[src/rtl/wrap_pkg.sv]
package wrap_pkg;

    typedef enum logic [2:0] {
        ST_IDLE   = 3'd0,
        ST_PRE    = 3'd1,
        ST_MAIN   = 3'd2,
        ST_POST_A = 3'd3,
        ST_POST_B = 3'd4,
        ST_FINISH = 3'd5
    } step_e;

    // Window and dummy offsets of the lockup avoidance sequence
    localparam logic [31:0] WIN_LIMIT   = 32'h0004_5000;
    localparam logic [31:0] TGT_LOW0    = 32'h0000_0000;
    localparam logic [31:0] TGT_LOW1    = 32'h0000_0080;
    localparam logic [31:0] TGT_MID0    = 32'h0000_0148;
    localparam logic [31:0] TGT_MID1    = 32'h0000_0200;
    localparam logic [31:0] TGT_EXTRA   = 32'h0000_0100;
    localparam logic [31:0] DUMMY_LOW   = 32'h0000_00C0;
    localparam logic [31:0] DUMMY_MID   = 32'h0000_0028;
    localparam logic [31:0] DUMMY_OTHER = 32'h0000_0158;
    localparam logic [31:0] DUMMY_EXTRA = 32'h0000_0038;
    localparam logic [31:0] DUMMY_LAST  = 32'h0000_B050;

endpackage

[src/rtl/wrap_classify.sv]
module wrap_classify
    import wrap_pkg::*;
#(
    parameter int AW = 32
) (
    input  logic [AW-1:0] offset_i,
    input  logic          enable_i,
    output logic          wrap_o,
    output logic          extra_o,
    output logic [AW-1:0] pre_off_o
);

    localparam logic [AW-1:0] LIMIT   = AW'(WIN_LIMIT);
    localparam logic [AW-1:0] LOW0    = AW'(TGT_LOW0);
    localparam logic [AW-1:0] LOW1    = AW'(TGT_LOW1);
    localparam logic [AW-1:0] MID0    = AW'(TGT_MID0);
    localparam logic [AW-1:0] MID1    = AW'(TGT_MID1);
    localparam logic [AW-1:0] EXTRA   = AW'(TGT_EXTRA);

    always_comb begin
        wrap_o  = enable_i && (offset_i < LIMIT);
        extra_o = (offset_i == EXTRA);
        if ((offset_i == LOW0) || (offset_i == LOW1)) begin
            pre_off_o = AW'(DUMMY_LOW);
        end else if ((offset_i == MID0) || (offset_i == MID1)) begin
            pre_off_o = AW'(DUMMY_MID);
        end else begin
            pre_off_o = AW'(DUMMY_OTHER);
        end
    end

endmodule

[src/rtl/wrap_seq_fsm.sv]
module wrap_seq_fsm
    import wrap_pkg::*;
#(
    parameter int AW = 32,
    parameter int DW = 64
) (
    input  logic          clk,
    input  logic          rst_n,
    input  logic          start_i,
    input  logic          wrap_in_i,
    input  logic          wrap_q_i,
    input  logic          extra_q_i,
    input  logic [AW-1:0] pre_off_i,
    input  logic [AW-1:0] main_off_i,
    input  logic          write_i,
    input  logic [DW-1:0] wdata_i,
    input  logic          bus_ack_i,
    output logic          req_ready_o,
    output logic          bus_valid_o,
    output logic          bus_write_o,
    output logic [AW-1:0] bus_offset_o,
    output logic [DW-1:0] bus_wdata_o,
    output logic          main_ack_o,
    output logic          done_o
);

    step_e state_q, state_d;

    always_comb begin
        state_d = state_q;
        unique case (state_q)
            ST_IDLE: begin
                if (start_i) begin
                    state_d = wrap_in_i ? ST_PRE : ST_MAIN;
                end
            end
            ST_PRE: begin
                if (bus_ack_i) begin
                    state_d = ST_MAIN;
                end
            end
            ST_MAIN: begin
                if (bus_ack_i) begin
                    if (!wrap_q_i) begin
                        state_d = ST_FINISH;
                    end else if (extra_q_i) begin
                        state_d = ST_POST_A;
                    end else begin
                        state_d = ST_POST_B;
                    end
                end
            end
            ST_POST_A: begin
                if (bus_ack_i) begin
                    state_d = ST_POST_B;
                end
            end
            ST_POST_B: begin
                if (bus_ack_i) begin
                    state_d = ST_FINISH;
                end
            end
            ST_FINISH: state_d = ST_IDLE;
            default:   state_d = ST_IDLE;
        endcase
    end

    always_ff @(posedge clk) begin
        if (!rst_n) begin
            state_q <= ST_IDLE;
        end else begin
            state_q <= state_d;
        end
    end

    always_comb begin
        req_ready_o  = 1'b0;
        bus_valid_o  = 1'b0;
        bus_write_o  = 1'b0;
        bus_offset_o = '0;
        bus_wdata_o  = '0;
        main_ack_o   = 1'b0;
        done_o       = 1'b0;
        unique case (state_q)
            ST_IDLE: req_ready_o = 1'b1;
            ST_PRE: begin
                bus_valid_o  = 1'b1;
                bus_offset_o = pre_off_i;
            end
            ST_MAIN: begin
                bus_valid_o  = 1'b1;
                bus_offset_o = main_off_i;
                bus_write_o  = write_i;
                bus_wdata_o  = write_i ? wdata_i : '0;
                main_ack_o   = bus_ack_i;
            end
            ST_POST_A: begin
                bus_valid_o  = 1'b1;
                bus_offset_o = AW'(DUMMY_EXTRA);
            end
            ST_POST_B: begin
                bus_valid_o  = 1'b1;
                bus_offset_o = AW'(DUMMY_LAST);
            end
            ST_FINISH: done_o = 1'b1;
            default: ;
        endcase
    end


    hold_req_chk: assert property (@(posedge clk) disable iff (!rst_n)
        (bus_valid_o && !bus_ack_i) |=>
            (bus_valid_o && $stable(bus_offset_o) && $stable(bus_write_o)));


    done_pulse_chk: assert property (@(posedge clk) disable iff (!rst_n)
        done_o |=> (!done_o && req_ready_o));


    accept_issue_chk: assert property (@(posedge clk) disable iff (!rst_n)
        start_i |=> (bus_valid_o && !req_ready_o));


    final_done_chk: assert property (@(posedge clk) disable iff (!rst_n)
        (state_q == ST_POST_B && bus_ack_i) |=> done_o);

endmodule

[src/rtl/reg_wrap_seq.sv]
module reg_wrap_seq
    import wrap_pkg::*;
#(
    parameter int AW = 32,
    parameter int DW = 64
) (
    input  logic          clk,
    input  logic          rst_n,
    input  logic          req_valid,
    output logic          req_ready,
    input  logic          req_write,
    input  logic [AW-1:0] req_offset,
    input  logic [DW-1:0] req_wdata,
    input  logic          rev_a_en,
    output logic          done,
    output logic [DW-1:0] done_rdata,
    output logic          bus_valid,
    output logic          bus_write,
    output logic [AW-1:0] bus_offset,
    output logic [DW-1:0] bus_wdata,
    input  logic          bus_ack,
    input  logic [DW-1:0] bus_rdata
);

    logic          start;
    logic          wrap_now, extra_now;
    logic [AW-1:0] pre_now;
    logic          wrap_q, extra_q, write_q;
    logic [AW-1:0] pre_q, off_q;
    logic [DW-1:0] wdata_q, rdata_q;
    logic          main_ack;

    assign start = req_valid && req_ready;

    wrap_classify #(.AW(AW)) u_classify (
        .offset_i  (req_offset),
        .enable_i  (rev_a_en),
        .wrap_o    (wrap_now),
        .extra_o   (extra_now),
        .pre_off_o (pre_now)
    );

    always_ff @(posedge clk) begin
        if (!rst_n) begin
            wrap_q  <= 1'b0;
            extra_q <= 1'b0;
            write_q <= 1'b0;
            pre_q   <= '0;
            off_q   <= '0;
            wdata_q <= '0;
        end else if (start) begin
            wrap_q  <= wrap_now;
            extra_q <= extra_now;
            write_q <= req_write;
            pre_q   <= pre_now;
            off_q   <= req_offset;
            wdata_q <= req_wdata;
        end
    end

    always_ff @(posedge clk) begin
        if (!rst_n) begin
            rdata_q <= '0;
        end else if (start) begin
            rdata_q <= '0;
        end else if (main_ack && !write_q) begin
            rdata_q <= bus_rdata;
        end
    end

    wrap_seq_fsm #(.AW(AW), .DW(DW)) u_fsm (
        .clk          (clk),
        .rst_n        (rst_n),
        .start_i      (start),
        .wrap_in_i    (wrap_now),
        .wrap_q_i     (wrap_q),
        .extra_q_i    (extra_q),
        .pre_off_i    (pre_q),
        .main_off_i   (off_q),
        .write_i      (write_q),
        .wdata_i      (wdata_q),
        .bus_ack_i    (bus_ack),
        .req_ready_o  (req_ready),
        .bus_valid_o  (bus_valid),
        .bus_write_o  (bus_write),
        .bus_offset_o (bus_offset),
        .bus_wdata_o  (bus_wdata),
        .main_ack_o   (main_ack),
        .done_o       (done)
    );

    assign done_rdata = done ? rdata_q : '0;

endmodule

[config.mk]
export PLATFORM = sky130hd
export DESIGN_NAME = reg_wrap_seq
export DESIGN_NICKNAME = d
export VERILOG_FILES = /design/src/rtl/wrap_pkg.sv /design/src/rtl/wrap_classify.sv /design/src/rtl/wrap_seq_fsm.sv /design/src/rtl/reg_wrap_seq.sv
export SDC_FILE = /design/constraint.sdc
export NUM_CORES = 1
export LEC_CHECK = 0
export BUFFER_PORTS_ARGS = -buffer_cell sky130_fd_sc_hd__buf_2
export CAP_MARGIN = 0
export CORE_MARGIN = 2
export CORE_UTILIZATION = 24
export DETAILED_ROUTE_END_ITERATION = 7
export SYNTH_ARGS = -nofsm -noshare
export SYNTH_HDL_FRONTEND = slang
export SYNTH_SLANG_ARGS = --single-unit
[constraint.sdc]
create_clock -name clk -period 1.4 [get_ports clk]
set_input_delay 0.07 -clock clk [delete_from_list [all_inputs] [get_ports clk]]
set_output_delay 0.07 -clock clk [all_outputs]
set_load 0.01 [all_outputs]
After elaboration in Yosys (flattened, before gate mapping)
Cells that the tools add are included.
- memories: 0
- register bits after elaboration: 198
- bits in latches: 0
- memory bits (read-only): 0
- RAM bits: 0
- bits of input ports: 166
- bitwise operators: 1
- divide/modulo/power cells: 0
- reductions and logical operators: 11
- equality and inequality tests: 14
- $mul: 0
- magnitude comparators: 1
- add/sub/neg operators: 0
- muxes and demuxes: 20
- shift-type cells: 0
- operator list (operator ; count):
    64-bit two-way mux ; 3
    32-bit case mux with 4 select lines ; 1
    32-bit by 9-bit == test with 1-bit output, second input constant ; 2
    32-bit by 10-bit == test with 1-bit output, second input constant ; 1
    32-bit by 8-bit == test with 1-bit output, second input constant ; 1
    32-bit zero test ; 1
    32-bit by 19-bit less-than comparator with 1-bit output, second input constant ; 1
    32-bit two-way mux ; 1
    3-bit two-way mux ; 7
    3-bit case mux with 5 select lines ; 1
    2-bit inequality test, second input constant ; 5
    9-bit two-way mux ; 1
    3-bit by 2-bit == test with 1-bit output, second input constant ; 2
    3-bit == test, second input constant ; 2
    1-bit two-way mux ; 5
    5-bit AND reduction ; 1
    4-bit OR reduction ; 1
    3-bit by 1-bit == test with 1-bit output, second input constant ; 1
    1-bit logical AND ; 3
    3-bit zero test ; 1
    1-bit logical OR ; 2
    2-bit two-way mux ; 1
    2-bit OR reduction ; 1
    1-bit zero test ; 1
    1-bit NOT ; 1

Logic depth before layout (Yosys ltp)
Gate-level depths: netlist of the first run.
- word-level depth: 5
- depth in mapped cells: 7

Modules after synthesis
From an unflattened synthesis of the first run, not the netlist that was laid out.
- cells, all modules: 1142
- area, all modules: 8972.4 um^2
- by module, submodules not included (module ; seq. area each (um^2) ; instances ; area an instance (um^2) ; cells each):
    reg_wrap_seq ; 3903.7 ; 1 ; 7454.6 ; 918
    wrap_seq_fsm ; 60.1 ; 1 ; 1109.8 ; 167
    wrap_classify ; 0.0 ; 1 ; 407.9 ; 57

Worst setup path after synthesis of the first run
OpenSTA, ideal clock, no wires.
- path type: flip-flop to flip-flop
- start: register u_fsm.state_q[2]
- end: register wdata_q[26]
- setup time: 0.122 ns
- slack: -0.185 ns
- period minus slack after synthesis: 1.585 ns
- cell stages (with the launch flop): 8
- data arrival time: 1.463 ns
- cell sequence: dfxtp_1 buf_2 nor3_1 nand2_1 buf_6 clkbuf_1 nand2_1 a21boi_0
- cells in the longest elaborated chain, start to end: 3
- ends and longest elaborated chain (element ; RTL line ; source):
    start: declaration ; wrap_seq_fsm.sv:27 ; step_e state_q, state_d;
    start signal: assignment ; wrap_seq_fsm.sv:72 ; state_q <= state_d;
    3-bit zero test ; wrap_seq_fsm.sv:84 ; unique case (state_q)
    1-bit two-way mux ; wrap_seq_fsm.sv:84 ;
    via req_ready ; reg_wrap_seq.sv:10 ; output logic req_ready,
    1-bit logical AND ; reg_wrap_seq.sv:33 ; assign start = req_valid && req_ready;
    end signal: assignment ; reg_wrap_seq.sv:57 ; wdata_q <= req_wdata;
    end: declaration ; reg_wrap_seq.sv:30 ; logic [DW-1:0] wdata_q, rdata_q;
The timed path passes the listed nets, and every way through them passes these cells.
A chain may end at the register's enable or synchronous reset.

Final worst setup path of the first run
- start: register u_fsm.state_q[0]
- end: output bus_offset[25]
- cells in the longest elaborated chain, start to end: 2
- elaborated cells between the ends (all ways): 5
- ends and longest elaborated chain (element ; RTL line ; source):
    3-bit == test, or another cell as far along ; wrap_seq_fsm.sv:84 ;
    32-bit case mux with 4 select lines (*) ; wrap_seq_fsm.sv:84 ;
    end: declaration ; reg_wrap_seq.sv:19 ; output logic [AW-1:0] bus_offset,
Mark *: on every way between the ends. The rest lies on a longest branch, timed or not.

==> metrics.md, run 1 <==
| Metric | Value |
|---|---|
| Outcome | finished with violations |
| Failing checks | negative setup slack |
| Htree depth | 4 |
| Vias | between 9,000 and 10,000 |
| R2r startpoint | u_fsm.state_q[0] |
| Dominant cell type by area after synthesis | dfxtp_1 |
| Register-to-Register Setup Slack | -0.41 ns |
| Antenna violations before repair | 2 |
| Total Wirelength | about 36 mm |
| Clock Latency Late Sink | 0.45 ns |
| Most frequent cell on the critical path | buf_12 |
| DR iter-0 viols | about 470 |
| Max Clk Rate | approximately 530 MHz |
| M2 GR Usage | ~28% |
| Synth warn | 0 |
| Avg WL per Cell | between 15 and 20 um |
| Residual DRC | 0 |
| Startpoint class of the critical path | flop |
| Worst path max stage delay | ~0.36 ns |
| Period minus WS final | about 1.9 ns |
| Setup violators final | 333 |
| Fin worst setup slack | -0.501 ns |
| Endpoint class of the critical path | output pin |
| Max-cap viol count | 0 |
| Tot Pwr | ~14 mW |
| IO Pins | 330 |
| Worst Tran Pin Value | 0.498 ns |
| ANT nets after route | 0 |
| HP Start | req_offset[15] |
| Post-synthesis async set-or-reset flop share | 0% |
| GRT Total Usage | between 10% and 20% |
| Syn-to-layout area delta | 95.7% |
| Number of global-route vias before repair | 8,617 |
| Synth top area share | 44.7% |
| CP Class | flop to output pin |
| Root Driver | clkbuf_16 |
| CP Max Fanout | 9 |
| CTS Buffer Depth | 2 |
| Yosys cell types | 48 |
| Setup repair after global routing missed its margin | yes |
| Core area | around 31,000 sq um |
| Largest net degree at the start of global routing | 67 |
| Area contributors post-synth | dfxtp_1 45%, nand2_1 16%, and3_1 10% |
| Primary FF master, synth | dfxtp_1 |
| Max Slew Vio Count | 0 |
| Hold endpoint | off_q[15] |
| Vias/cell | around 4.8 |
| Fillers | approximately 2,700 |
| Post-Syn Nets | 1,149 |
| Flops & latches, synth | 171 |
| Worst Path Arrival | 1.83 ns |
| Final Cycle Share | 136% |
| Nets | approximately 1,700 |
| Crit-path cells | nor3b_4 > buf_12 > buf_12 > clkbuf_16 > and2_1 > buf_2 |
| Clock sink total | 171 |
| Post-route clock skew | 0.0115 ns |
| Pre-CTS setup slack | -0.163 ns |
| Power density of the placed cells | about 940 nW/um^2 |
| Inserted Clock Buffers | 17 |
| Die area | around 33,000 sq um |
| CTS clk-pin slew, worst paths | about 0.07 ns |
| Initial core utilization | approximately 24% |
| Met1 usage | about a fifth |
| Mean Syn Cell Area | between 7 and 8 sq um |
| Reg-to-reg critical path endpoint | off_q[1] |
| FP Rows | 65 |
| EDFF count, synth | 0 |
| GR peak layer | met2 |
| Routability cong. | just over 0.8 |
| GRT overflow | 0 |
| Syn Std Cell Area | 7660 sq um |
| Synth Instances | 983 |
| Share of layout cells above drive strength 1 | between 40 and 50% |
| Max_slew headroom | about two thirds |
| Leakage | ~6.6 nW |
| Hold Crit Depth | 4 |
| Max VDD drop | about 0.00077 V |
| Buffers on Ports | ~330 |
| Final Hold Viols | 0 |
| First-pass GRT wire length | ~44 mm |
| CTS tree | built |
| Drt pass-1 iters | 5 |
| Sequential element share of the synthesized area | between 40% and 50% |
| Detail Placement HPWL | 17.8 mm |
| Slowest CP cell | dfxtp_4 |
| GR Layer Usage met3 | under 10% |
| Critical Path RT | 1.33 ns |
| Die height | roughly 180 um |
| Hold crit path type | input port to flop |
| Worst reg2reg path depth | 9 |
| Die X | around 180 um |
[cells in the mapped netlist, types with 2 or more instances]
cell,n
buf_4,8
nand2_1,332
nor4b_1,2
nor3_1,4
nor4_4,2
and2_1,27
a31oi_1,3
nor4_1,2
nor2b_1,3
o21a_1,2
or4_4,2
clkbuf_1,58
a22oi_1,3
a21oi_1,71
a21boi_0,98
and3_1,128
buf_6,3
o21ai_0,8
dfxtp_1,171
nand2b_1,2
nand4_1,2
buf_2,18
buf_1,2
nor2_1,8
[layer usage]
layer	part of all wire [%]	wire length, um	vias up
met5	0	0	-
met4	4.0	1430	0
met2	49	17400	454
met3	7.0	2500	102
met1	40	14200	4421
li1	-	-	4381
[cell families (layout without fill, tap and decap cells)]
| group | count (synthesis) | in the layout | synth area share, % |
|---|---|---|---|
| muxes | 1 | 1 | 0.147 |
| buffers and inverters | 91 | 648 | 5.64 |
| xor gates and xnor gates | 1 | 1 | 0.114 |
| DFF | 171 | 171 | 44.7 |
| other | 0 | 1 | 0 |
| and+or+nand+nor | 526 | 526 | 32.9 |
| AOI/OAI and AO/OA | 193 | 193 | 16.5 |
[state kept, by name (all words and copies together) (netlist names)]
name and count:
write_q 1, u_fsm.state_q 3, off_q 32, wrap_q 1, extra_q 1, pre_q 5
wdata_q 64, rdata_q 64
[area by class of cell]
type	instances	area [sq um]	area share, %
antenna	1	2.50	0.0167
clock buffer	24	462	3.08
timing repair buffer	616	5880	39.2
sequential	171	3440	22.9
tap	402	503	3.36
multi-input combinational	721	4560	30.4
inverter	1	3.75	0.0251
clock inverter	7	140	0.935
[per-stage QoR]
step | hold slack [ns] | cell area [sq um] | utilization, % | TNS, ns | std cells
6_report | 0.0132 | 15000 | 47.6 | -108.21 | 1943
5_1_grt | 0.000601 | 15000 | 47.6 | -132.63 | 1943
4_1_cts | 0.000488 | 12500 | 39.7 | -88.03 | 1880
3_5_place_dp | 0.316 | 10100 | 32.0 | -18.16 | 1689
3_3_place_gp | 0.310 | 10100 | 32.0 | -11.90 | 1689
2_1_floorplan | 0.206 | 7720 | - | 0 | 983
[power by group]
group	internal [mW]	leakage, nW	total (mW)	switching [mW]
Sequential	5.17	1.40	5.34	0.170
Clock	3.03	0.285	5.08	2.06
Combinational	1.92	4.88	3.60	1.68
Total	10.1	6.56	14.0	3.90
[layout by cell type (no fill, tap or decap), types with 4 or more instances in the layout]
master / count
a21boi_0: 48
a21boi_1: 39
a21boi_2: 12
a21oi_1: 51
a21oi_2: 18
and2_1: 16
and2_4: 11
and3_1: 55
and3_4: 73
buf_12: 28
buf_2: 230
buf_4: 46
buf_6: 112
buf_8: 17
bufinv_16: 4
clkbuf_1: 6
clkbuf_16: 45
dfxtp_1: 167
dlygate4sd3_1: 152
nand2_1: 298
nand2_2: 25
nand2_4: 9
nor2_1: 6
o21ai_0: 4
[what timing repair did]
item,in CTS,in global routing
resized for setup,39,377
setup endpoints to repair,331,333
endpoints found under the hold margin,154,0
hold buffers,152,0
cloned,3,40
buffers inserted,5,23
pin swaps,3,61
[worst max-delay path by stage]
stage / start / to / slack [ns] / cells after the start
final: u_fsm.state_q[0] / bus_offset[25] / -0.50 / 6
after global routing: u_fsm.state_q[0] / bus_offset[25] / -0.58 / 6
after CTS: u_fsm.state_q[2] / bus_wdata[47] / -0.48 / 5
after detailed placement: u_fsm.state_q[0] / off_q[5] / -0.16 / 6
after global placement: req_offset[5] / pre_q[5] / -0.15 / 5
after floorplan: u_fsm.state_q[0] / rdata_q[13] / 0.007 / 7
[critical path, delay by kind of cell (launching register included)]
family | cells | cell delay [ns]
buffers and inverters | 4 | 0.62
and+or+nand+nor | 2 | 0.38
DFF | 1 | 0.36
Note: power is estimated with default switching activity, not from simulation.
==> inputs of run 2 (changes only) <==
--- a/config.mk
+++ b/config.mk
@@ -5,6 +5,7 @@
 export SDC_FILE = /design/constraint.sdc
 export NUM_CORES = 1
 export LEC_CHECK = 0
+export ABC_AREA = 1
 export BUFFER_PORTS_ARGS = -buffer_cell sky130_fd_sc_hd__buf_2
 export CAP_MARGIN = 0
 export CORE_MARGIN = 2
==> run 2 against run 1 <==
  * The run still ends with negative setup slack left
  * Area after synthesis is 0.47% higher
  * Maximum frequency grew 2.7%
  * Combinational power increased by 91%
  * Routed wire length decreased by 25%
  * Sequential power increased by 21%
  * Via count decreased by 8.7%
  * Worst setup slack improved by 0.050 ns
  * Power increased by 30%
  * Global-route usage decreased by 0.51 points
  * Synthesized cell count rose by 5.1%
  * Critical path type unchanged
  * Cell count increased by 0.41%
==> metrics.md, run 2 <==
| Metric | Value |
|---|---|
| Max-cap viol count | 0 (unchanged) |
| First-pass GRT wire length | 42.2 mm (-3.4%) |
| Slowest CP cell | dfxtp_2 |
| EDFF count, synth | 0 (unchanged) |
| Nets | 1,702 (+0.47%) |
| Syn Std Cell Area | 7690 sq um (+0.47%) |
| Fin worst setup slack | -0.451 ns (+0.0504 ns) |
| Number of global-route vias before repair | 8,553 (-0.74%) |
| CTS tree | built |
| Synth Instances | 1,033 (+5.1%) |
| Critical Path RT | 1.33 ns (about the same) |
| Share of layout cells above drive strength 1 | 36.5% (-6.9 points) |
| CP Max Fanout | 32 (+23) |
| Synth warn | 0 (unchanged) |
| Die area | 33,500 sq um (+0.47%) |
| Synth top area share | 44.5% (-0.21 points) |
| Routability cong. | 0.805 (-1.8%) |
| Detail Placement HPWL | 16.5 mm (-7.2%) |
| Worst Hold Slack | 0.0717 ns (+0.0585 ns) |
| Area contributors post-synth | dfxtp_1 45%, inv_1 9.3%, nor2_1 8.9% |
| Vias | 8,546 (-8.7%) |
| Drt pass-1 iters | 5 (unchanged) |
| Most frequent cells in the layout | 311 x buf_2, 188 x inv_1, 168 x dfxtp_1 |
| Dominant cell type by area after synthesis | dfxtp_1 |
| Final Hold Viols | 0 (unchanged) |
| Setup repair after global routing missed its margin | yes |
| Max Slew Vio Count | 0 (unchanged) |
| Inserted Clock Buffers | 17 (unchanged) |
| Post-layout util | 40.1% (-7.5 points) |
| Most common cell in the netlist | inv_1 |
| IO Pins | 330 (unchanged) |
| Vias/cell | 4.38 (-9.1%) |
| Outcome | finished with violations |
| Setup violators final | 324 (-2.7%) |
| Max VDD drop | 0.000833 V (+8.6%) |
| Residual DRC | 0 (unchanged) |
| Largest net degree at the start of global routing | 124 (+85%) |
| Total Wirelength | 26.8 mm (-25%) |
| Clock Latency Late Sink | 0.44 ns (about the same) |
| Post-Syn Nets | 1,199 (+4.4%) |
| Flops & latches, synth | 171 (unchanged) |
| Die height | 183 um (+0.23%) |
| Tot Pwr | 18.2 mW (+30%) |
| Largest regs | rdata_q x64, wdata_q x64, off_q x32 |
| Yosys cell types | 30 (-38%) |
| Post-synthesis async set-or-reset flop share | 0% (unchanged) |
| Initial core utilization | 24.4% (+0.052 points) |
| Failing checks | negative setup slack |
| Core area | 31,600 sq um (+0.26%) |
| Root Driver | clkbuf_16 |
| Primary FF master, synth | dfxtp_1 |
| Htree depth | 4 (unchanged) |
| Commonest non-fill, non-tap cell in the layout | buf_2 |
| Mean Syn Cell Area | 7.45 sq um (-4.4%) |
| Avg WL per Cell | 13.8 um (-25%) |
| Antenna violations before repair | 1 (-1) |
| Period minus WS final | 1.85 ns (-0.0504 ns) |
| DR iter-0 viols | 283 (-39%) |
| Syn-to-layout area delta | 64.6% |
| Power density of the placed cells | 1440 nW/um^2 (+54%) |
| ANT nets after route | 0 (unchanged) |
| Endpoint class of the critical path | output pin |
| Worst Path Arrival | 1.78 ns (-0.05 ns) |
| GRT overflow | 0 (unchanged) |
| Sequential element share of the synthesized area | 44.5% (-0.21 points) |
| CTS Buffer Depth | 2 (unchanged) |
| Final Cycle Share | 132% (-3.6 points) |
| Commonest cells post-synth | 191 x inv_1, 182 x nor2_1, 171 x dfxtp_1 |
| Final TNS setup | -67.51 ns (+40.70 ns) |
| Worst path max stage delay | 0.33 ns (-0.03 ns) |
| Leakage | 5.51 nW (-16%) |
| Max Clk Rate | 540 MHz (+2.7%) |
| Worst Tran Pin Value | 0.516 ns (+0.0173 ns) |
| CP Class | flop to output pin |
| Post-route clock skew | 0.0104 ns (-0.00105 ns) |
| CTS clk-pin slew, worst paths | 0.07 ns (about the same) |
| Fillers | 3,085 (+12%) |
| Startpoint class of the critical path | flop |
| Clock sink total | 171 (unchanged) |
| Max_slew headroom | 65.6% (-0.72 points) |
| GRT Total Usage | 15.9% (-0.51 points) |
| Die X | 183 um (+0.23%) |
| FP Rows | 65 (unchanged) |
| Buffers on Ports | 329 (unchanged) |
| Hold crit path type | input port to flop |
| Crit-path cells | inv_2 > buf_6 > nor3_4 > inv_4 > buf_16 > nor2_1 > buf_2 |
-- run 2: per-layer routing --
metal / wire [um] / GRT usage [%] / vias to the layer above
met4: 877 / 7.74 / 0
met2: 13200 / 28.3 / 330
met1: 10900 / 17.2 / 3893
li1: - / - / 4266
met5: 0 / 0 / -
met3: 1910 / 4.69 / 57
-- run 2: final cells by class --
class,count,area (sq um),area share [%]
repair buffers,553,4080,32.2
flip-flops and latches,171,3430,27.1
multi-input cells,597,3290,26.0
inverters,196,748,5.91
well taps,402,503,3.97
clock buffers,21,470,3.72
clock inverters,10,140,1.11
diodes,1,2.50,0.0198
-- run 2: final timing paths --
check,from,endpoint,slack [ns],depth (start not counted)
worst max register to register,u_fsm.state_q[2],wdata_q[13],-0.23,6
worst min-delay path,rst_n,extra_q,0.07,4
worst min register to register,wdata_q[53],wdata_q[53],0.45,2
worst max-delay path,u_fsm.state_q[2],done_rdata[52],-0.45,7
-- run 2: metrics by stage --
step                setup slack [ns]  instances  area (sq um)
global placement             -0.0651       1746          9810
CTS                           -0.439       1949         12600
finish                        -0.451       1951         12700
global route                  -0.557       1950         12700
detailed placement           -0.0861       1746          9810
floorplan                     0.0196       1033          7690
-- run 2: what timing repair did --
| item | 4_1_cts | 5_1_grt |
|---|---|---|
| setup endpoints to repair | 280 | 334 |
| hold endpoints to repair | 163 | 0 |
| gates cloned | 5 | 0 |
| hold buffers | 162 | 0 |
| resized for setup | 118 | 19 |
| pin swaps | 5 | 3 |
| setup buffers | 5 | 1 |
-- run 2: cells by family after synthesis --
family	after synthesis	share of synthesized area (%)
AOI/OAI and AO/OA	347	25.7
buffers and inverters	265	16.4
and+or+nand+nor	250	13.4
DFF	171	44.5
-- run 2: critical path, delay by kind of cell (launching register included) --
family                 cells  cell delay [ns]
buffers and inverters      5             0.63
flip-flops                 1             0.33
AND/OR/NAND/NOR            2             0.35
-- run 2: where the power goes --
group	leakage, nW	internal, mW	total [mW]	switching [mW]
clock network	0.292	2.94	4.95	2.01
logic	3.82	2.74	6.86	4.11
registers	1.41	6.10	6.44	0.344
